## src/rtl/fuse_seq_pkg.sv

```systemverilog
package fuse_seq_pkg;

   typedef enum logic [3:0] {
      ST_IDLE,
      ST_EVAL,
      ST_PRE,
      ST_PGM,
      ST_RD,
      ST_POST,
      ST_SHIFT,
      ST_QUIET,
      ST_CAPT,
      ST_DONE
   } seq_state_e;

   localparam int NUM_FIELDS = 3;
   localparam int FLD_PGM    = 0;
   localparam int FLD_RLX    = 1;
   localparam int FLD_RD     = 2;

endpackage

```

## src/rtl/fuse_field_len.sv

```systemverilog
module fuse_field_len #(
   parameter int FW    = 12,
   parameter int CNT_W = 12
) (
   input  logic [FW-1:0]    field_i,
   output logic [CNT_W-1:0] len_m1_o
);

   // a zero field still yields one cycle: length-1 of zero
   assign len_m1_o = (field_i == '0) ? '0 : CNT_W'(field_i - 1'b1);

endmodule

```

## src/rtl/fuse_timing_unpack.sv

```systemverilog
module fuse_timing_unpack
   import fuse_seq_pkg::*;
#(
   parameter int TIM_W   = 32,
   parameter int PGM_LSB = 0,
   parameter int PGM_W   = 12,
   parameter int RLX_LSB = 12,
   parameter int RLX_W   = 4,
   parameter int RD_LSB  = 16,
   parameter int RD_W    = 6,
   parameter int CNT_W   = 12
) (
   input  logic [TIM_W-1:0] timing_i,
   output logic [CNT_W-1:0] pgm_len_o,
   output logic [CNT_W-1:0] rlx_len_o,
   output logic [CNT_W-1:0] rd_len_o
);

   logic [NUM_FIELDS-1:0][CNT_W-1:0] lens;
   logic                             unused_word;

   assign unused_word = ^timing_i;

   for (genvar g = 0; g < NUM_FIELDS; g++) begin : g_field
      localparam int FL = (g == FLD_PGM) ? PGM_LSB : (g == FLD_RLX) ? RLX_LSB : RD_LSB;
      localparam int FW = (g == FLD_PGM) ? PGM_W   : (g == FLD_RLX) ? RLX_W   : RD_W;
      fuse_field_len #(.FW(FW), .CNT_W(CNT_W)) field_i (
         .field_i  (timing_i[FL +: FW]),
         .len_m1_o (lens[g])
      );
   end

   assign pgm_len_o = lens[FLD_PGM];
   assign rlx_len_o = lens[FLD_RLX];
   assign rd_len_o  = lens[FLD_RD];

endmodule

```

## src/rtl/fuse_phase_timer.sv

```systemverilog
module fuse_phase_timer #(
   parameter int CNT_W = 12
) (
   input  logic             clk,
   input  logic             rst_n,
   input  logic             load_i,
   input  logic [CNT_W-1:0] val_i,
   output logic             zero_o
);

   logic [CNT_W-1:0] cnt_q;

   always_ff @(posedge clk or negedge rst_n) begin
      if (!rst_n)             cnt_q <= '0;
      else if (load_i)        cnt_q <= val_i;
      else if (cnt_q != '0)   cnt_q <= cnt_q - 1'b1;
   end

   assign zero_o = (cnt_q == '0);

endmodule

```

## src/rtl/fuse_bit_shifter.sv

```systemverilog
module fuse_bit_shifter #(
   parameter int DATA_W = 32,
   parameter int IDX_W  = 5
) (
   input  logic              clk,
   input  logic              rst_n,
   input  logic              load_i,
   input  logic [DATA_W-1:0] data_i,
   input  logic              shift_i,
   output logic              lsb_o,
   output logic [IDX_W-1:0]  idx_o,
   output logic              last_o
);

   logic [DATA_W-1:0] sh_q;
   logic [IDX_W-1:0]  idx_q;

   always_ff @(posedge clk or negedge rst_n) begin
      if (!rst_n) begin
         sh_q  <= '0;
         idx_q <= '0;
      end else if (load_i) begin
         sh_q  <= data_i;
         idx_q <= '0;
      end else if (shift_i) begin
         sh_q  <= {1'b0, sh_q[DATA_W-1:1]};
         idx_q <= idx_q + 1'b1;
      end
   end

   assign lsb_o  = sh_q[0];
   assign idx_o  = idx_q;
   assign last_o = (idx_q == IDX_W'(DATA_W - 1));

endmodule

```

## src/rtl/fuse_seq_ctrl.sv

```systemverilog
module fuse_seq_ctrl
   import fuse_seq_pkg::*;
#(
   parameter int CNT_W     = 12,
   parameter int QUIET_CYC = 500
) (
   input  logic             clk,
   input  logic             rst_n,
   input  logic             start_i,
   input  logic             op_prog_i,
   input  logic             lsb_i,
   input  logic             last_i,
   input  logic             tmr_zero_i,
   input  logic [CNT_W-1:0] pgm_len_i,
   input  logic [CNT_W-1:0] rlx_len_i,
   input  logic [CNT_W-1:0] rd_len_i,
   output seq_state_e       state_o,
   output logic             tmr_load_o,
   output logic [CNT_W-1:0] tmr_val_o,
   output logic             shift_o,
   output logic             capt_o
);

   localparam logic [CNT_W-1:0] QUIET_M1 = CNT_W'(QUIET_CYC - 1);

   seq_state_e state_q, state_d;

   always_ff @(posedge clk or negedge rst_n) begin
      if (!rst_n) state_q <= ST_IDLE;
      else        state_q <= state_d;
   end

   always_comb begin
      state_d    = state_q;
      tmr_load_o = 1'b0;
      tmr_val_o  = '0;
      shift_o    = 1'b0;
      capt_o     = 1'b0;
      case (state_q)
         ST_IDLE: begin
            if (start_i) state_d = ST_EVAL;
         end
         ST_EVAL: begin
            if (!op_prog_i || lsb_i) begin
               state_d    = ST_PRE;
               tmr_load_o = 1'b1;
               tmr_val_o  = rlx_len_i;
            end else begin
               state_d = ST_SHIFT;
            end
         end
         ST_PRE: begin
            if (tmr_zero_i) begin
               tmr_load_o = 1'b1;
               if (op_prog_i) begin
                  state_d   = ST_PGM;
                  tmr_val_o = pgm_len_i;
               end else begin
                  state_d   = ST_RD;
                  tmr_val_o = rd_len_i;
               end
            end
         end
         ST_PGM, ST_RD: begin
            if (tmr_zero_i) begin
               state_d    = ST_POST;
               tmr_load_o = 1'b1;
               tmr_val_o  = rlx_len_i;
            end
         end
         ST_POST: begin
            if (tmr_zero_i) state_d = op_prog_i ? ST_SHIFT : ST_CAPT;
         end
         ST_SHIFT: begin
            shift_o = 1'b1;
            if (last_i) begin
               state_d    = ST_QUIET;
               tmr_load_o = 1'b1;
               tmr_val_o  = QUIET_M1;
            end else begin
               state_d = ST_EVAL;
            end
         end
         ST_QUIET: begin
            if (tmr_zero_i) state_d = ST_DONE;
         end
         ST_CAPT: begin
            capt_o  = 1'b1;
            state_d = ST_DONE;
         end
         ST_DONE: state_d = ST_IDLE;
         default: state_d = ST_IDLE;
      endcase
   end

   assign state_o = state_q;

endmodule

```

## src/rtl/fuse_pulse_seq.sv

```systemverilog
module fuse_pulse_seq
   import fuse_seq_pkg::*;
#(
   parameter int DATA_W    = 32,
   parameter int ADDR_W    = 8,
   parameter int TIM_W     = 32,
   parameter int PGM_LSB   = 0,
   parameter int PGM_W     = 12,
   parameter int RLX_LSB   = 12,
   parameter int RLX_W     = 4,
   parameter int RD_LSB    = 16,
   parameter int RD_W      = 6,
   parameter int QUIET_CYC = 500
) (
   input  logic                       clk,
   input  logic                       rst_n,
   input  logic                       start_i,
   input  logic                       op_prog_i,
   input  logic [ADDR_W-1:0]          addr_i,
   input  logic [DATA_W-1:0]          wdata_i,
   input  logic [TIM_W-1:0]           timing_i,
   input  logic [DATA_W-1:0]          macro_rdata_i,
   output logic                       busy_o,
   output logic                       done_o,
   output logic [DATA_W-1:0]          rdata_o,
   output logic [ADDR_W-1:0]          fuse_addr_o,
   output logic [$clog2(DATA_W)-1:0]  fuse_bitsel_o,
   output logic                       fuse_bit_o,
   output logic                       fuse_pgm_o,
   output logic                       fuse_rd_o
);

   localparam int IDX_W = $clog2(DATA_W);
   localparam int Q_W   = (QUIET_CYC > 1) ? $clog2(QUIET_CYC) : 1;
   localparam int W_A   = (PGM_W > RLX_W) ? PGM_W : RLX_W;
   localparam int W_B   = (W_A > RD_W) ? W_A : RD_W;
   localparam int CNT_W = (W_B > Q_W) ? W_B : Q_W;

   if (DATA_W < 2) begin : g_bad_data_w
      $error("fuse_pulse_seq: DATA_W must be at least 2");
   end
   if (QUIET_CYC < 1) begin : g_bad_quiet
      $error("fuse_pulse_seq: QUIET_CYC must be at least 1");
   end
   if ((PGM_LSB + PGM_W > TIM_W) || (RLX_LSB + RLX_W > TIM_W) || (RD_LSB + RD_W > TIM_W)) begin : g_bad_fields
      $error("fuse_pulse_seq: timing field outside the timing word");
   end

   seq_state_e        state;
   logic              accept;
   logic              op_q;
   logic [ADDR_W-1:0] addr_q;
   logic [TIM_W-1:0]  tim_q;
   logic [DATA_W-1:0] rdata_q;
   logic [CNT_W-1:0]  pgm_len, rlx_len, rd_len, tmr_val;
   logic              tmr_load, tmr_zero;
   logic              shift, capt, lsb, last;
   logic [IDX_W-1:0]  idx;

   assign accept = (state == ST_IDLE) && start_i;

   always_ff @(posedge clk or negedge rst_n) begin
      if (!rst_n) begin
         op_q   <= 1'b0;
         addr_q <= '0;
         tim_q  <= '0;
      end else if (accept) begin
         op_q   <= op_prog_i;
         addr_q <= addr_i;
         tim_q  <= timing_i;
      end
   end

   always_ff @(posedge clk or negedge rst_n) begin
      if (!rst_n)    rdata_q <= '0;
      else if (capt) rdata_q <= macro_rdata_i;
   end

   fuse_timing_unpack #(
      .TIM_W(TIM_W), .PGM_LSB(PGM_LSB), .PGM_W(PGM_W), .RLX_LSB(RLX_LSB),
      .RLX_W(RLX_W), .RD_LSB(RD_LSB), .RD_W(RD_W), .CNT_W(CNT_W)
   ) unpack_i (
      .timing_i  (tim_q),
      .pgm_len_o (pgm_len),
      .rlx_len_o (rlx_len),
      .rd_len_o  (rd_len)
   );

   fuse_phase_timer #(.CNT_W(CNT_W)) timer_i (
      .clk    (clk),
      .rst_n  (rst_n),
      .load_i (tmr_load),
      .val_i  (tmr_val),
      .zero_o (tmr_zero)
   );

   fuse_bit_shifter #(.DATA_W(DATA_W), .IDX_W(IDX_W)) shifter_i (
      .clk     (clk),
      .rst_n   (rst_n),
      .load_i  (accept),
      .data_i  (wdata_i),
      .shift_i (shift),
      .lsb_o   (lsb),
      .idx_o   (idx),
      .last_o  (last)
   );

   fuse_seq_ctrl #(.CNT_W(CNT_W), .QUIET_CYC(QUIET_CYC)) ctrl_i (
      .clk        (clk),
      .rst_n      (rst_n),
      .start_i    (start_i),
      .op_prog_i  (op_q),
      .lsb_i      (lsb),
      .last_i     (last),
      .tmr_zero_i (tmr_zero),
      .pgm_len_i  (pgm_len),
      .rlx_len_i  (rlx_len),
      .rd_len_i   (rd_len),
      .state_o    (state),
      .tmr_load_o (tmr_load),
      .tmr_val_o  (tmr_val),
      .shift_o    (shift),
      .capt_o     (capt)
   );

   assign busy_o        = (state != ST_IDLE);
   assign done_o        = (state == ST_DONE);
   assign rdata_o       = rdata_q;
   assign fuse_addr_o   = addr_q;
   assign fuse_bitsel_o = idx;
   assign fuse_bit_o    = op_q & lsb & busy_o;
   assign fuse_pgm_o    = (state == ST_PGM);
   assign fuse_rd_o     = (state == ST_RD);

endmodule

```

## config.mk

```make
export PLATFORM = sky130hd
export DESIGN_NAME = fuse_pulse_seq
export DESIGN_NICKNAME = d
export VERILOG_FILES = /design/src/rtl/fuse_seq_pkg.sv /design/src/rtl/fuse_field_len.sv /design/src/rtl/fuse_timing_unpack.sv /design/src/rtl/fuse_phase_timer.sv /design/src/rtl/fuse_bit_shifter.sv /design/src/rtl/fuse_seq_ctrl.sv /design/src/rtl/fuse_pulse_seq.sv
export SDC_FILE = /design/constraint.sdc
export NUM_CORES = 1
export LEC_CHECK = 0
export ABC_AREA = 1
export BUFFER_PORTS_ARGS = -buffer_cell sky130_fd_sc_hd__buf_2
export CORE_MARGIN = 2
export CORE_UTILIZATION = 45
export CTS_BUF_LIST = sky130_fd_sc_hd__clkbuf_2 sky130_fd_sc_hd__clkbuf_4 sky130_fd_sc_hd__clkbuf_8
export DETAILED_ROUTE_END_ITERATION = 8
export PLACE_DENSITY = 0.72
export SLEW_MARGIN = 20
export SYNTH_ARGS = -nofsm -noshare
export SYNTH_HDL_FRONTEND = slang
export SYNTH_SLANG_ARGS = --single-unit
```

## constraint.sdc

```tcl
create_clock -name clk -period 1.55 [get_ports clk]
set_input_delay 0.2325 -clock clk [delete_from_list [all_inputs] [get_ports clk]]
set_output_delay 0.2325 -clock clk [all_outputs]
set_load 0.02 [all_outputs]
```

After elaboration in Yosys (flattened, before gate mapping) --
Index checks and enable logic that the tools add are counted.
Storage, ports and cells: bits in writable memories 0, output and inout port bits 50, word-level logic and storage cells 76, memory bits (read-only) 0, memories kept 0, flip-flop bits (word level) 116, input bits 108, latch bits 0
Operators by class: bitwise operators 2, add/subtract/negate cells 5, divide/modulo/power cells 0, $mul 0, magnitude comparators 0, reductions and logical operators 15, shift operators 0, eq/ne operators 15, mux-type cells 31
Operators with widths (count):
- 2-to-1 mux 12 bit | 9
- 2-to-1 mux 32 bit | 2
- one-hot mux 12 bit (4 select lines) | 1
- one-hot mux 4 bit (8 select lines) | 1
- logical NOT 12 bit | 2
- 2-to-1 mux 4 bit | 6
- subtractor 12 x 1 -> 12 bit (second input constant) | 2
- == test 4 x 3 -> 1 bit (second input constant) | 4
- nonzero test 12 bit | 1
- 2-to-1 mux 5 bit | 2
- 2-to-1 mux 3 bit | 3
- 2-to-1 mux 9 bit | 1
- == test 4 x 2 -> 1 bit (second input constant) | 2
- == test 4 bit (second input constant) | 2
- logical NOT 4 bit | 2
- inequality test 2 x 1 -> 1 bit (second input constant) | 4
- subtractor 6 x 1 -> 7 bit (second input constant) | 1
- logical NOT 6 bit | 1
- adder 5 x 1 -> 5 bit (second input constant) | 1
- == test 5 bit (second input constant) | 1
- 2-to-1 mux 1 bit | 5
- AND reduction 5 bit | 1
- subtractor 4 x 1 -> 5 bit (second input constant) | 1
- == test 4 x 1 -> 1 bit (second input constant) | 1
- 10 further kinds | 12

Depth between registers and ports, before layout --
word-level depth 6, mapped depth 11, gate-level depth less buffers 11

Modules after synthesis --
From an unflattened synthesis, not the netlist that was laid out.
Unflattened totals: cells, all modules 827, area, all modules 6820.3 um^2
Modules (own cells, without submodules):
- fuse_pulse_seq | instances 1, area each 2924.1 um^2, cells each 261
- fuse_bit_shifter | instances 1, area each 1609.0 um^2, cells each 168
- fuse_phase_timer | instances 1, area each 834.6 um^2, cells each 122
- fuse_seq_ctrl | instances 1, area each 733.2 um^2, cells each 140
- fuse_field_len (unpack_i.g_field[0].field_i) | instances 1, area each 362.8 um^2, cells each 72
- fuse_field_len (unpack_i.g_field[2].field_i) | instances 1, area each 231.5 um^2, cells each 42
- fuse_field_len (unpack_i.g_field[1].field_i) | instances 1, area each 125.1 um^2, cells each 22

Worst setup path before layout --
OpenSTA, ideal clock, no wires.
path type register -> register, start point reg shifter_i.idx_q[0], in the netlist shifter_i.idx_o[0], end point reg timer_i.cnt_q[6], data arrival time 1495 ps, data required time 1437 ps, setup time 113 ps, clock period less this slack 1608 ps, path buffers 1, stages on the path, launching flop included 11, setup slack -58 ps, path through dfrtp_1 ha_1 inv_1 nor3_1 ha_1 nand2_4 buf_6 nand4_1 nand3_1 nand2_1 inv_1
Between the ends: word-level cells in the longest chain between the ends 4, elaborated cells on any way between the ends 7
RTL lines:
- from (decl) | line fuse_bit_shifter.sv:16 | logic [IDX_W-1:0] idx_q;
- from (signal assigned) | line fuse_bit_shifter.sv:27 | idx_q <= idx_q + 1'b1;
- == test 5 bit * | line fuse_bit_shifter.sv:33 | assign last_o = (idx_q == IDX_W'(DATA_W - 1));
- 2-to-1 mux 9 bit / 2-to-1 mux 1 bit (equally long branches) | line fuse_seq_ctrl.sv:76 | if (last_i) begin
- one-hot mux 12 bit (4 select lines) / one-hot mux 1 bit (3 select lines) (equally long branches) | line fuse_seq_ctrl.sv:39 | case (state_q)
- 2-to-1 mux 12 bit / nonzero test 2 bit (equally long branches)
- to (signal assigned) | line fuse_phase_timer.sv:15 | else if (load_i) cnt_q <= val_i;
- to (signal assigned) | line fuse_phase_timer.sv:16 | else if (cnt_q != '0) cnt_q <= cnt_q - 1'b1;
- to (decl) | line fuse_phase_timer.sv:11 | logic [CNT_W-1:0] cnt_q;
Mark *: on every way between the ends. The rest lies on a longest branch, timed or not. A chain may end at the register's enable or synchronous reset.

Final worst setup path --
start point reg ctrl_i.state_q[0], in the netlist ctrl_i.state_o[0], end point reg timer_i.cnt_q[2]
Between the ends: word-level cells in the longest chain between the ends 4, elaborated cells on any way between the ends 11
RTL lines:
- from (decl) | line fuse_seq_ctrl.sv:26 | seq_state_e state_q, state_d;
- from (signal assigned) | line fuse_seq_ctrl.sv:30 | else state_q <= state_d;
- == test 4 x 2 -> 1 bit / == test 4 x 3 -> 1 bit (equally long branches) | line fuse_seq_ctrl.sv:39
- OR reduction 3 bit (no line) / OR reduction 2 bit (equally long branches)
- one-hot mux 1 bit (3 select lines) / one-hot mux 12 bit (4 select lines) (equally long branches) | line fuse_seq_ctrl.sv:39
- 2-to-1 mux 12 bit / nonzero test 2 bit (equally long branches)
Several ways; a longest one is shown, not always the timed one.

==> metrics.csv <==
metric,value,unit
root buffer cell,clkbuf_8,
Mapped Area,0.00610,mm2
CTS max path bufs,2,
WL per Instance,18.6,um
share of the synthesized area in the top cell type,47.6,%
CP Data Arrival Time,2240,ps
Placement Setup Slack,-41.4,ps
pin count of the biggest net entering global routing,38,
aggregate routed wire length,23200,um
Die X,120,um
Ports,158,
layout cell share with drive strength beyond 1,46.9,%
status,"complete, but fails checks",
total power,0.0217,W
final setup violating endpoints,117,
Buf/Inv on CP,2,
H-tree Lvls,4,
Syn Nets,847,
violated checks,setup timing,
final-stage net count,1175,
"Seq/Total Area, Yosys",47.6,%
worst-path maximum fanout,4,
Syn Area/Cell,8.34,um2
Power Dens Cells,2090,mW/mm2
Tcrit/Tclk final,119,%
largest area contributor in the netlist,dfrtp_1,
Worst EP required,1950,ps
Setup crit start kind,flop,
"EDFF count, synth",0,
placed cells,1083,
"Cell Chain, Critical Path",buf_6 -> nor2_4 -> nand3_1 -> nor2_1 -> nand2_1 -> nand3_1 -> nand2_1 -> nand3_1 -> nand2_1 -> inv_1,
setup TNS,-9400,ps
CTS tree,yes,
Yosys reg bits,116,
antenna violations before repair,0,
GR Overflow Total,0,
clock latency on the worst-skew pair,470,ps
synth warn,0,
reg-to-reg endpoint,timer_i.cnt_q[2],
"delay-heaviest family, CP",simple AND/OR/NAND/NOR gates,
CTS buffer count,17,
dpl cell area,0.00743,mm2
Reg2Reg Setup Slack,-290,ps
Reg2Reg Launch Point,ctrl_i.state_o[0],
Syn Inst Count,731,
Vias,6800,
Core ar.,0.0132,mm2
Leak,5.13,nW
post-route ant nets,0,
Worst setup startpoint,ctrl_i.state_o[0],
Post-DP HPWL,10700,um
Port Buffers,147,
FILL cells,797,
max-cap violation count,0,
Area Overhead vs Synth,69.9,%
DRC Markers,0,
starting density of the core,46.1,%
vias per cell,5.45,
Worst VDD drop,1250,uV
final hold violation count,0,
crit path time final,1840,ps
Die ar.,0.0145,mm2
Crit Path Class,reg2reg,
RePlAce Congestion,0.908,
Fmax,544,MHz
relative max-transition margin,75.0,%
most common cell in the netlist,nand2_1,
Crit-path slowest cell,dfrtp_2,
Finished Cell Area,0.0104,mm2
GRT Util Overall,24.3,%
Tightest Pin Transition,374,ps
fin cells,1248,
Post-synth ARST share,100,%
first-pass GRT wire length,27900,um
synth cell count leaders,"171 x nand2_1, 116 x dfrtp_1, 110 x o21ai_0, 87 x inv_1, 46 x nor2_1",
Most used DFF post-synth,dfrtp_1,
DRT iter0 DRCs,460,
Final Skew,20.3,ps
Max Slew Vio Count,0,
Site Rows,42,
number of global-route vias before repair,5987,
Vert. Die Dim,120,um
"Clk pin slew, worst setup/hold paths",70,ps
crit path capture,timer_i.cnt_q[2],
final worst slack,-287,ps
n_diodes,0,
hold crit path type,in2reg,
synth unique cells,38,
crit-path max cell delay,450,ps
critical path endpoint category,flop,
Pre-Repair DR Iteration Count,6,
Sink Count,116,
unrepaired setup endpoints after global routing,yes,
R2R cell count,10,
Worst path depth,10,
Synth area leaders,"dfrtp_1 48%, nand2_1 11%, o21ai_0 9.0%",
## cells in the final DEF (no fill, tap or decap), drive strengths merged, types with 2 or more instances in the layout
cell and instances:
buf 238, nand2 180, o21ai 123, dfrtp 116
inv 99, dlygate4sd3 83, nor2 56, nand3 48
clkbuf 33, mux2 32, a21oi 12, nand4 8
xor2 8, ha 8, bufinv 5, nor3 5
a31oi 3, clkinv 3, a22oi 2, xnor2 2
nand3b 2, clkinvlp 2
## cells by family after synthesis
group                      Yosys count  synth area share (%)
buffers and inverters              123                  8.47
muxes                               32                  5.91
and+or+nand+nor                    298                  22.2
adders and majority gates            8                  1.64
xor gates and xnor gates            10                  1.44
DFF                                116                  47.6
AOI/OAI and AO/OA                  144                  12.7
## power breakdown
group | switching (W) | internal, W
registers | 0.000938 | 0.00453
logic | 0.00728 | 0.00549
clock network | 0.00137 | 0.00207
## routing by layer
metal  track usage (%)  up-vias  routed length (um)
met5                 0        -                   0
li1                  -     3032                   -
met1              29.5     3265                8450
met2              42.0      388               12100
met3              5.90      115                1620
met4              9.01        0                1100
## registers in the layout, indices dropped and copies added, names as in the netlist
| name | count |
|---|---|
| rdata_o | 32 |
| shifter_i.sh_q | 32 |
| tim_q | 22 |
| timer_i.cnt_q | 12 |
| fuse_addr_o | 8 |
| shifter_i.idx_o | 5 |
| ctrl_i.state_o | 4 |
| op_q | 1 |
## worst reg2reg max path, cell delays in order (launching register included)
cell     delay (ps)
dfrtp_2         450
buf_6           150
nor2_4          210
nand3_1         230
nor2_1          220
nand2_1         100
nand3_1         120
nand2_1         100
nand3_1          90
nand2_1          60
inv_1            50
## layout make-up
cell class / count / area [um2] / share of cell area [%]
clock buffers: 21 / 283 / 2.73
inverters: 98 / 403 / 3.89
repair buffers: 333 / 2910 / 28.1
flip-flops and latches: 116 / 2910 / 28.1
multi-input cells: 493 / 3450 / 33.2
clock inverters: 11 / 196 / 1.90
well taps: 176 / 220 / 2.12
## worst min-delay path by stage
stage                            from                 end  slack (ps)  cells after the start
floorplan                       rst_n   ctrl_i.state_o[0]         -60                      0
global placement                rst_n            tim_q[7]         160                      1
detailed placement              rst_n            tim_q[8]         160                      1
CTS                 macro_rdata_i[31]         rdata_o[31]        0.02                      2
global route               wdata_i[4]   shifter_i.sh_q[4]           1                      3
finish                    wdata_i[17]  shifter_i.sh_q[17]           7                      3
## metrics by stage
| stage | utilization [%] | hold slack [ps] |
|---|---|---|
| 2_1_floorplan | - | -63.1 |
| 3_3_place_gp | 56.1 | 158 |
| 3_5_place_dp | 56.1 | 157 |
| 4_1_cts | 68.1 | 0.0239 |
| 5_1_grt | 78.3 | 1.17 |
| 6_report | 78.3 | 7.16 |
## timing repair
action                                 in CTS  in global routing
setup buffers                              13                 18
pin swaps                                   8                 33
endpoints found under the hold margin     174                  4
gates cloned                                4                 17
resized for setup                          95                263
setup endpoints to repair                  40                 93
hold buffers                               79                  4
Note: power is estimated with default switching activity, not from simulation.
